$ cat src/rtl/spd_cal_pkg.sv
package spd_cal_pkg;
  typedef enum logic [1:0] {
    PH_BLIND = 2'd0,
    PH_ACQ   = 2'd1,
    PH_RUN   = 2'd2
  } cal_phase_e;
endpackage

$ cat src/rtl/spd_edge_qual.sv
module spd_edge_qual #(
  parameter int SW       = 10,
  parameter int EDGE_THR = 8
) (
  input  logic                 clk_i,
  input  logic                 rst_ni,
  input  logic                 en_i,
  input  logic                 clr_i,
  input  logic signed [SW-1:0] x_i,
  output logic                 edge_o,
  output logic                 is_peak_o,
  output logic signed [SW-1:0] extreme_o
);
  localparam int DW = SW + 1;
  localparam logic signed [DW-1:0] THR_S = DW'(EDGE_THR);

  logic                 seeded_q, dir_up_q;
  logic signed [SW-1:0] ext_q;
  logic signed [DW-1:0] x_w, ext_w, back_w;

  assign x_w    = {x_i[SW-1], x_i};
  assign ext_w  = {ext_q[SW-1], ext_q};
  assign back_w = dir_up_q ? (ext_w - x_w) : (x_w - ext_w);

  assign edge_o    = en_i && seeded_q && (back_w > THR_S);
  assign is_peak_o = dir_up_q;
  assign extreme_o = ext_q;

  always_ff @(posedge clk_i or negedge rst_ni) begin
    if (!rst_ni) begin
      seeded_q <= 1'b0;
      dir_up_q <= 1'b1;
      ext_q    <= '0;
    end else if (clr_i) begin
      seeded_q <= 1'b0;
    end else if (en_i) begin
      if (!seeded_q) begin
        seeded_q <= 1'b1;
        dir_up_q <= 1'b1;
        ext_q    <= x_i;
      end else if (edge_o) begin
        dir_up_q <= ~dir_up_q;
        ext_q    <= x_i;
      end else if (dir_up_q ? (x_i > ext_q) : (x_i < ext_q)) begin
        ext_q <= x_i;
      end
    end
  end
endmodule

$ cat src/rtl/spd_offset_loop.sv
module spd_offset_loop #(
  parameter int SW        = 10,
  parameter int DAC_W     = 8,
  parameter int DEAD_BAND = 2,
  parameter int CAL_EDGES = 3
) (
  input  logic                    clk_i,
  input  logic                    rst_ni,
  input  logic                    edge_i,
  input  logic                    is_peak_i,
  input  logic signed [SW-1:0]    extreme_i,
  input  logic                    clr_i,
  input  logic                    acq_i,
  input  logic                    run_i,
  output logic                    cal_load_o,
  output logic signed [DAC_W-1:0] dac_o
);
  localparam int MW    = SW + 2;
  localparam int CNT_W = $clog2(CAL_EDGES + 1);
  localparam logic signed [MW-1:0] DMAX = MW'(2 ** (DAC_W - 1) - 1);
  localparam logic signed [MW-1:0] DMIN = MW'(-(2 ** (DAC_W - 1)));
  localparam logic signed [MW-1:0] DB_P = MW'(DEAD_BAND);
  localparam logic signed [MW-1:0] DB_N = MW'(-DEAD_BAND);

  logic signed [SW-1:0]    peak_q, valley_q, pk_n, vl_n;
  logic signed [MW-1:0]    sum_w, mean_w, dac_w, err_w;
  logic signed [DAC_W-1:0] mean_sat;
  logic [CNT_W-1:0]        cnt_q;
  logic                    up_q, dn_q;

  assign pk_n   = is_peak_i ? extreme_i : peak_q;
  assign vl_n   = is_peak_i ? valley_q : extreme_i;
  assign sum_w  = {{2{pk_n[SW-1]}}, pk_n} + {{2{vl_n[SW-1]}}, vl_n};
  assign mean_w = sum_w >>> 1;
  assign dac_w  = {{(MW-DAC_W){dac_o[DAC_W-1]}}, dac_o};
  assign err_w  = mean_w - dac_w;

  always_comb begin
    if (mean_w > DMAX)      mean_sat = DMAX[DAC_W-1:0];
    else if (mean_w < DMIN) mean_sat = DMIN[DAC_W-1:0];
    else                    mean_sat = mean_w[DAC_W-1:0];
  end

  assign cal_load_o = edge_i && acq_i && (cnt_q == CNT_W'(CAL_EDGES - 1));

  always_ff @(posedge clk_i or negedge rst_ni) begin
    if (!rst_ni) begin
      peak_q   <= '0;
      valley_q <= '0;
      cnt_q    <= '0;
      up_q     <= 1'b0;
      dn_q     <= 1'b0;
      dac_o    <= '0;
    end else if (clr_i) begin
      cnt_q <= '0;
      up_q  <= 1'b0;
      dn_q  <= 1'b0;
    end else if (edge_i) begin
      peak_q   <= pk_n;
      valley_q <= vl_n;
      if (cal_load_o) begin
        dac_o <= mean_sat;
        up_q  <= 1'b0;
        dn_q  <= 1'b0;
      end else if (acq_i) begin
        cnt_q <= cnt_q + 1'b1;
      end else if (run_i) begin
        // step only on a second consecutive same-sign excursion
        if (err_w > DB_P) begin
          dn_q <= 1'b0;
          up_q <= ~up_q;
          if (up_q && dac_w != DMAX) dac_o <= dac_o + 1'b1;
        end else if (err_w < DB_N) begin
          up_q <= 1'b0;
          dn_q <= ~dn_q;
          if (dn_q && dac_w != DMIN) dac_o <= dac_o - 1'b1;
        end else begin
          up_q <= 1'b0;
          dn_q <= 1'b0;
        end
      end
    end
  end
endmodule

$ cat src/rtl/spd_zero_cross.sv
module spd_zero_cross #(
  parameter int SW        = 10,
  parameter int DAC_W     = 8,
  parameter int HYST      = 1,
  parameter int LIMIT_THR = 6
) (
  input  logic                    clk_i,
  input  logic                    rst_ni,
  input  logic                    valid_i,
  input  logic                    run_i,
  input  logic signed [SW-1:0]    x_i,
  input  logic signed [DAC_W-1:0] dac_i,
  output logic                    speed_o
);
  localparam int CW = SW + 1;
  localparam logic signed [CW-1:0] HYS_P = CW'(HYST);
  localparam logic signed [CW-1:0] HYS_N = CW'(-HYST);
  localparam logic signed [CW-1:0] LIM_P = CW'(LIMIT_THR);
  localparam logic signed [CW-1:0] LIM_N = CW'(-LIMIT_THR);

  logic signed [CW-1:0] corr_w;
  logic                 armed_q;

  assign corr_w = {x_i[SW-1], x_i} - {{(CW-DAC_W){dac_i[DAC_W-1]}}, dac_i};

  always_ff @(posedge clk_i or negedge rst_ni) begin
    if (!rst_ni) begin
      speed_o <= 1'b0;
      armed_q <= 1'b0;
    end else if (!run_i) begin
      speed_o <= 1'b0;
      armed_q <= 1'b0;
    end else if (valid_i) begin
      if (!speed_o) begin
        if (armed_q && corr_w > HYS_P) begin
          speed_o <= 1'b1;
          armed_q <= 1'b0;
        end else if (corr_w <= LIM_N) begin
          armed_q <= 1'b1;
        end
      end else begin
        if (armed_q && corr_w < HYS_N) begin
          speed_o <= 1'b0;
          armed_q <= 1'b0;
        end else if (corr_w >= LIM_P) begin
          armed_q <= 1'b1;
        end
      end
    end
  end
endmodule

$ cat src/rtl/speed_offset_tracker.sv
module speed_offset_tracker
  import spd_cal_pkg::*;
#(
  parameter int SAMPLE_W      = 10,
  parameter int DAC_W         = 8,
  parameter int EDGE_THR      = 8,
  parameter int LIMIT_THR     = 6,
  parameter int HYST          = 1,
  parameter int DEAD_BAND     = 2,
  parameter int CAL_EDGES     = 3,
  parameter int STANDSTILL_CYC = 70_000_000,
  parameter int BLIND_CYC     = 30_000
) (
  input  logic                       clk_i,
  input  logic                       rst_ni,
  input  logic                       sample_valid_i,
  input  logic signed [SAMPLE_W-1:0] sample_i,
  output logic signed [DAC_W-1:0]    dac_code_o,
  output logic                       speed_o
);
  localparam int ST_W = $clog2(STANDSTILL_CYC + 1);
  localparam int BL_W = $clog2(BLIND_CYC + 1);

  cal_phase_e              phase_q;
  logic [ST_W-1:0]         stand_cnt_q;
  logic [BL_W-1:0]         blind_cnt_q;
  logic                    stand_hit, blind_done, qual_en;
  logic                    edge_w, is_peak_w, cal_load_w;
  logic signed [SAMPLE_W-1:0] extreme_w;

  assign stand_hit  = (stand_cnt_q == ST_W'(STANDSTILL_CYC - 1));
  assign blind_done = (blind_cnt_q == BL_W'(BLIND_CYC - 1));
  assign qual_en    = sample_valid_i && (phase_q != PH_BLIND);

  always_ff @(posedge clk_i or negedge rst_ni) begin
    if (!rst_ni) begin
      phase_q     <= PH_BLIND;
      stand_cnt_q <= '0;
      blind_cnt_q <= '0;
    end else begin
      if (edge_w || stand_hit) stand_cnt_q <= '0;
      else                     stand_cnt_q <= stand_cnt_q + 1'b1;

      if (stand_hit) begin
        phase_q     <= PH_BLIND;
        blind_cnt_q <= '0;
      end else begin
        unique case (phase_q)
          PH_BLIND: begin
            if (blind_done) phase_q <= PH_ACQ;
            else            blind_cnt_q <= blind_cnt_q + 1'b1;
          end
          PH_ACQ:  if (cal_load_w) phase_q <= PH_RUN;
          default: ;
        endcase
      end
    end
  end

  spd_edge_qual #(.SW(SAMPLE_W), .EDGE_THR(EDGE_THR)) i_edge (
    .clk_i    (clk_i),
    .rst_ni   (rst_ni),
    .en_i     (qual_en),
    .clr_i    (phase_q == PH_BLIND),
    .x_i      (sample_i),
    .edge_o   (edge_w),
    .is_peak_o(is_peak_w),
    .extreme_o(extreme_w)
  );

  spd_offset_loop #(
    .SW(SAMPLE_W), .DAC_W(DAC_W), .DEAD_BAND(DEAD_BAND), .CAL_EDGES(CAL_EDGES)
  ) i_loop (
    .clk_i     (clk_i),
    .rst_ni    (rst_ni),
    .edge_i    (edge_w),
    .is_peak_i (is_peak_w),
    .extreme_i (extreme_w),
    .clr_i     (phase_q == PH_BLIND),
    .acq_i     (phase_q == PH_ACQ),
    .run_i     (phase_q == PH_RUN),
    .cal_load_o(cal_load_w),
    .dac_o     (dac_code_o)
  );

  spd_zero_cross #(
    .SW(SAMPLE_W), .DAC_W(DAC_W), .HYST(HYST), .LIMIT_THR(LIMIT_THR)
  ) i_zc (
    .clk_i  (clk_i),
    .rst_ni (rst_ni),
    .valid_i(sample_valid_i),
    .run_i  (phase_q == PH_RUN),
    .x_i    (sample_i),
    .dac_i  (dac_code_o),
    .speed_o(speed_o)
  );
endmodule

$ cat config.mk
export PLATFORM = sky130hd
export DESIGN_NAME = speed_offset_tracker
export DESIGN_NICKNAME = d
export VERILOG_FILES = /design/src/rtl/spd_cal_pkg.sv /design/src/rtl/spd_edge_qual.sv /design/src/rtl/spd_offset_loop.sv /design/src/rtl/spd_zero_cross.sv /design/src/rtl/speed_offset_tracker.sv
export SDC_FILE = /design/constraint.sdc
export NUM_CORES = 1
export LEC_CHECK = 0
export ABC_CLOCK_PERIOD_IN_PS = 16500
export BUFFER_PORTS_ARGS = -buffer_cell sky130_fd_sc_hd__buf_4
export CAP_MARGIN = 20
export CORE_ASPECT_RATIO = 2
export CORE_MARGIN = 3
export CORE_UTILIZATION = 40
export DETAILED_ROUTE_END_ITERATION = 7
export GPL_ROUTABILITY_DRIVEN = 0
export SLEW_MARGIN = 10
export SYNTH_ARGS = -nofsm -noshare
export SYNTH_HDL_FRONTEND = slang
export SYNTH_HIERARCHICAL = 1
export SYNTH_SLANG_ARGS = --single-unit
$ cat constraint.sdc
create_clock -name clk_i -period 16.5 [get_ports clk_i]
set_input_delay 2.475 -clock clk_i [delete_from_list [all_inputs] [get_ports clk_i]]
set_output_delay 2.475 -clock clk_i [all_outputs]
set_load 0.005 [all_outputs]
; ---- Yosys cells after proc, flatten, opt, wreduce, memory -nomap -nowiden
; Cells that the tools add are included.
[totals]
ff_bits = 90
ramBits = 0
output_inout_bits = 9
latchBits = 0
rom_bits = 0
n_memories = 0
wordCells = 145
input_bits = 13
[op_classes]
mul = 0
shift = 0
eq_ne = 19
muxes = 57
n_bitwise = 4
reduce_logical = 30
div_mod_pow = 0
n_lt_le_gt_ge = 11
add_sub_neg = 10
[op_table]
columns = operator, n
row1 = two-way mux 8 bit, 9
row2 = two-way mux 10 bit, 5
row3 = two-way mux 15 bit, 3
row4 = two-way mux 1 bit, 30
row5 = "adder 27 x 1 -> 27 bit, second input constant", 1
row6 = "== test 27 bit, second input constant", 1
row7 = two-way mux 27 bit, 1
row8 = subtractor 10 x 10 -> 11 bit, 2
row9 = subtractor 10 x 8 -> 11 bit, 2
row10 = AND reduction 3 bit, 6
row11 = "!= test 8 bit, second input constant", 2
row12 = "adder 15 x 1 -> 15 bit, second input constant", 1
row13 = "== test 15 bit, second input constant", 1
row14 = "!= test 3 bit, second input constant", 5
row15 = two-way mux 2 bit, 7
row16 = "> comparator 12 x 3 -> 1 bit, second input constant", 1
row17 = "< comparator 12 x 2 -> 1 bit, second input constant", 1
row18 = nonzero test 2 bit, 6
row19 = nonzero test 3 bit, 4
row20 = adder 10 x 10 -> 11 bit, 1
row21 = ">= comparator 11 x 4 -> 1 bit, second input constant", 1
row22 = "> comparator 11 x 2 -> 1 bit, second input constant", 1
row23 = "> comparator 11 x 5 -> 1 bit, second input constant", 1
row24 = "less-or-equal comparator 11 x 4 -> 1 bit, second input constant", 1
row25 = other kinds (21), 38

; ---- Longest topological paths before layout
[logic_depth]
ltp_word = 11
ltp_mapped = 27
depth_no_buf = 26

; ---- Modules after synthesis
; The synthesis kept the hierarchy.
[modules_own_cells]
columns = module, area_per_inst_um2, seq_area_each_um2, instances, cells_per_inst
row1 = spd_offset_loop, 3012.9, 800.8, 1, 317
row2 = speed_offset_tracker, 2309.7, 1101.1, 1, 244
row3 = spd_edge_qual, 1549.0, 301.5, 1, 187
row4 = spd_zero_cross, 799.5, 50.0, 1, 107

; ---- Least setup slack after synthesis
; OpenSTA, ideal clock, no wires.
[synth_path]
kind = flip-flop to flip-flop
start = register i_edge.dir_up_q (netlist: i_edge/is_peak_o)
end = register i_loop.dac_o[7]
setup_ns = 0.090
period_less_slack_ns = 6.096
path_slack_ns = 10.404
arrival_time_ns = 6.006
path_stages_with_launch = 27
cell_sequence = dfstp_2 buf_1 mux2_2 fa_1 a21o_1 a221o_1 a31o_2 xnor2_1 ha_1 nand2_1 o21ai_0 a21boi_1 xor2_1 and4bb_1 o21ai_1 and2_1 inv_1 ha_1 a21o_1 a21oi_1 o21bai_1 a21oi_1 o21ai_0 or3_1 a21oi_1 a221oi_1 o221ai_1
[synth_between]
elab_chain_len = 8
elab_cells_between_ends = 25
classes_between = 2 x add/sub / 5 x order compare / 2 x eq/ne / 9 x mux / 7 x reduce/logical
[synth_lines]
columns = element, line
row1 = start: declaration, spd_edge_qual.sv:17  ; logic seeded_q, dir_up_q;
row2 = start signal: assignment, spd_edge_qual.sv:42  ; dir_up_q <= ~dir_up_q;
row3 = two-way mux 10 bit *, spd_offset_loop.sv:31  ; assign pk_n = is_peak_i ? extreme_i : peak_q;
row4 = named net i_loop.pk_n[1], spd_offset_loop.sv:25  ; logic signed [SW-1:0] peak_q, valley_q, pk_n, vl_n;
row5 = adder 10 x 10 -> 11 bit *, spd_offset_loop.sv:33  ; assign sum_w = {{2{pk_n[SW-1]}}, pk_n} + {{2{vl_n[SW-1]}}, vl_n};
row6 = subtractor 10 x 8 -> 11 bit, spd_offset_loop.sv:36  ; assign err_w = mean_w - dac_w;
row7 = > comparator 12 x 3 -> 1 bit, spd_offset_loop.sv:69  ; if (err_w > DB_P) begin
row8 = two-way mux 8 bit, spd_offset_loop.sv:69
row9 = two-way mux 8 bit, spd_offset_loop.sv:67  ; end else if (run_i) begin
row10 = two-way mux 8 bit, spd_offset_loop.sv:65  ; end else if (acq_i) begin
row11 = two-way mux 8 bit, spd_offset_loop.sv:61  ; if (cal_load_o) begin
row12 = end signal: assignment, spd_offset_loop.sv:62  ; dac_o <= mean_sat;
row13 = end signal: assignment, spd_offset_loop.sv:72  ; if (up_q && dac_w != DMAX) dac_o <= dac_o + 1'b1;
row14 = end signal: assignment, spd_offset_loop.sv:76  ; if (dn_q && dac_w != DMIN) dac_o <= dac_o - 1'b1;
row15 = end: declaration, spd_offset_loop.sv:16  ; output logic signed [DAC_W-1:0] dac_o
; The timed path passes the listed nets; every way through them passes the cells marked *. The select of a mux whose other input is x is not followed.
; A chain may end at the register's enable or synchronous reset.

; ---- Worst setup path after layout
; Ends and elaborated chain as after synthesis.

==> results_dict.tcl <==
set metrics [dict create \
    rows 71 \
    antennaDiodeCount 0 \
    drt_wl_total_um 19510 \
    cts_tree "done" \
    synth-edff-count 0 \
    slew_headroom_pct 39.65 \
    dp_hpwl_um 15360 \
    cp-end-kind "flip-flop" \
    path_max_fanout 42 \
    post_cts_resized 0 \
    report.final.slew_viol_count 0 \
    fin_crit_sh_pct 42.21 \
    ys_seq_area_share_pct 29.38 \
    initialDrtViolationCount 260 \
    synth.most_common_cell "dfrtp_1" \
    post_cts.repair.setup_buffers 0 \
    yosysUniqueCellTypes 96 \
    setup_tns_ns 0 \
    overflow 0 \
    post-route-util_pct 44.13 \
    layout-drive-gt1-share_pct 13.79 \
    grt_pass1_vias 6528 \
    numPortBuffers 21 \
    multi_input_area_um2 5020 \
    grt_pass1_wl_um 31790 \
    clk_transition_reported_paths_ns 0.07 \
    regArea_um2 2253 \
    tightest_slew_ns 0.9052 \
    hold_viol 0 \
    yosys.area.top_type "dfrtp_1" \
    synthCells 855 \
    rsz0062_at_grt "false" \
    dp_slack_ns 9.611 \
    finalSetupViolCount 0 \
    syn-num-nets 933 \
    syn_area_um2 7671 \
    vias 6410 \
    final.setup_skew_ns 0.01099 \
    dp.cells 1109 \
    setup_slack_ns 9.536 \
    fillers 1943 \
    initial_core_util_pct 40.73 \
    syn2layout_area_growth_pct 8.335 \
    critPathLaunchType "flip-flop" \
    ctsHoldBuffers 0 \
    fmax_mhz 143.6 \
    drt_first_pass_iters 4 \
    yosysWarnings 6 \
    grt_max_degree 58 \
    status "completed" \
    synth-async-reset-ratio_pct 100.0 \
    routed_via_density 5.698 \
    antenna_found_initial 0 \
    synth_top_area_share_pct 29.03 \
    maxCapViolCount 0 \
    clockBufferDepth 2 \
    postRouteAntennaNets 0 \
    dieArea_um2 20980 \
    cts-root-buf "clkbuf_16" \
    synthTopCellsByCount "dfrtp_1, a21oi_1, inv_1" \
    clock_latency_ns 0.35 \
    critPathKind "reg -> reg" \
    hold_class "reg -> reg" \
    wire_per_inst_um 17.34 \
    layoutNonFillerInstCount 1125 \
    layout_min_cycle_time_ns 6.964 \
    cts_inserted_buffers 9 \
    ios 22 \
    nets 943 \
    ys_ff_latch 90 \
    die_y_um 201.8 \
    track_usage_pct 18.64 \
    core_area_um2 18830 \
    synth_area_leaders "dfrtp_1, ha_1, mux2_2" \
    cts_sinks 90 \
    die_w_um 103.9 \
    cts_max_level 3 \
    critPathRequiredTime_ns 16.75 \
    synth-main-ff-cell "dfrtp_1" \
    avgSynthCellArea_um2 8.972 \
    drc 0 \
    arrival_ns 7.21 \
]
[worst paths after layout]
| path | from | endpoint | slack (ns) | depth (start not counted) |
|---|---|---|---|---|
| max in group asynchronous | rst_ni | stand_cnt_q[5]$_DFF_PN0_ | 13.31 | 2 |
| max reg2reg | i_edge/is_peak_o$_DFFE_PN1P_ | i_loop/dac_o[7]$_DFFE_PN0P_ | 9.54 | 25 |
| min in group asynchronous | rst_ni | i_zc/speed_o$_DFFE_PN0P_ | 2.07 | 1 |
| min | i_loop/peak_q[4]$_DFFE_PN0P_ | i_loop/peak_q[4]$_DFFE_PN0P_ | 0.50 | 1 |
| min reg2reg | i_loop/peak_q[4]$_DFFE_PN0P_ | i_loop/peak_q[4]$_DFFE_PN0P_ | 0.50 | 1 |
| max | i_edge/is_peak_o$_DFFE_PN1P_ | i_loop/dac_o[7]$_DFFE_PN0P_ | 9.54 | 25 |
[through the flow]
stage                     hold WS, ns  cell area (µm²)
after detailed placement       0.4916             8035
after global routing           0.5111             8310
after global placement         0.4814             8035
after floorplan                0.4737             7671
after CTS                      0.5072             8310
final                          0.5037             8310
[layer usage]
layer,up-vias,wire (µm),track usage (%)
met4,0,1209,13.22
met5,-,0,0
li1,3144,-,-
met3,47,280,1.790
met2,98,11000,36.55
met1,3121,7020,17.64
[cells by family after synthesis]
kind of cell,share of synthesized area (%)
xor+xnor,5.480
mux,9.411
flops,29.38
simple gates,21.12
fa+ha+maj,11.19
buf+inv,5.186
compound gates,18.24
[cells in the final DEF, fill, tap and decap left out, drive strengths merged, types with 10 or more instances in the layout]
master   n
buf     24
inv     72
xor2    20
nor3    12
nor2b   10
mux2    47
o31ai   11
nand4   20
dfrtp   89
and3    13
or3     21
nor2    61
mux2i   17
nand3   32
or4     16
a21oi   74
nand2   42
ha      59
xnor2   28
o21ai   41
[layout make-up]
| type | count | area share [%] |
|---|---|---|
| repair buffers | 24 | 2.168 |
| well taps | 255 | 3.839 |
| flip-flops and latches | 90 | 27.12 |
| clock inverters | 7 | 0.6022 |
| clock buffers | 9 | 2.710 |
| multi-input cells | 670 | 60.40 |
| inverters | 70 | 3.162 |
[worst max-delay path: stages (launching register included)]
cell and delay, ns:
dfstp_2 1.12, mux2_2 0.46, fa_1 0.46, a21o_1 0.20, a221o_1 0.38, a31o_2 0.30
xnor2_1 0.15, ha_1 0.37, nand2_1 0.06, o21ai_0 0.14, a21boi_1 0.25, xor2_1 0.30
and4bb_1 0.26, o21ai_1 0.11, and2_1 0.24, inv_1 0.18, ha_1 0.31, a21o_1 0.15
a21oi_1 0.23, o21bai_1 0.09, a21oi_1 0.22, o21ai_0 0.19, or3_1 0.33, a21oi_1 0.12
a221oi_1 0.06, o221ai_1 0.19
[sequential cells by signal, summed over array words and instances (netlist names)]
name	cells
blind_cnt_q	15
i_edge/extreme_o	10
i_edge/is_peak_o	1
i_edge/seeded_q	1
i_loop/cnt_q	2
i_loop/dac_o	8
i_loop/dn_q	1
i_loop/peak_q	10
i_loop/up_q	1
i_loop/valley_q	10
i_zc/armed_q	1
i_zc/speed_o	1
phase_q	2
stand_cnt_q	27
Power is left out: the tool's default activity adds up to more than one toggle a clock period on the data nets, which glitch-free logic cannot reach.
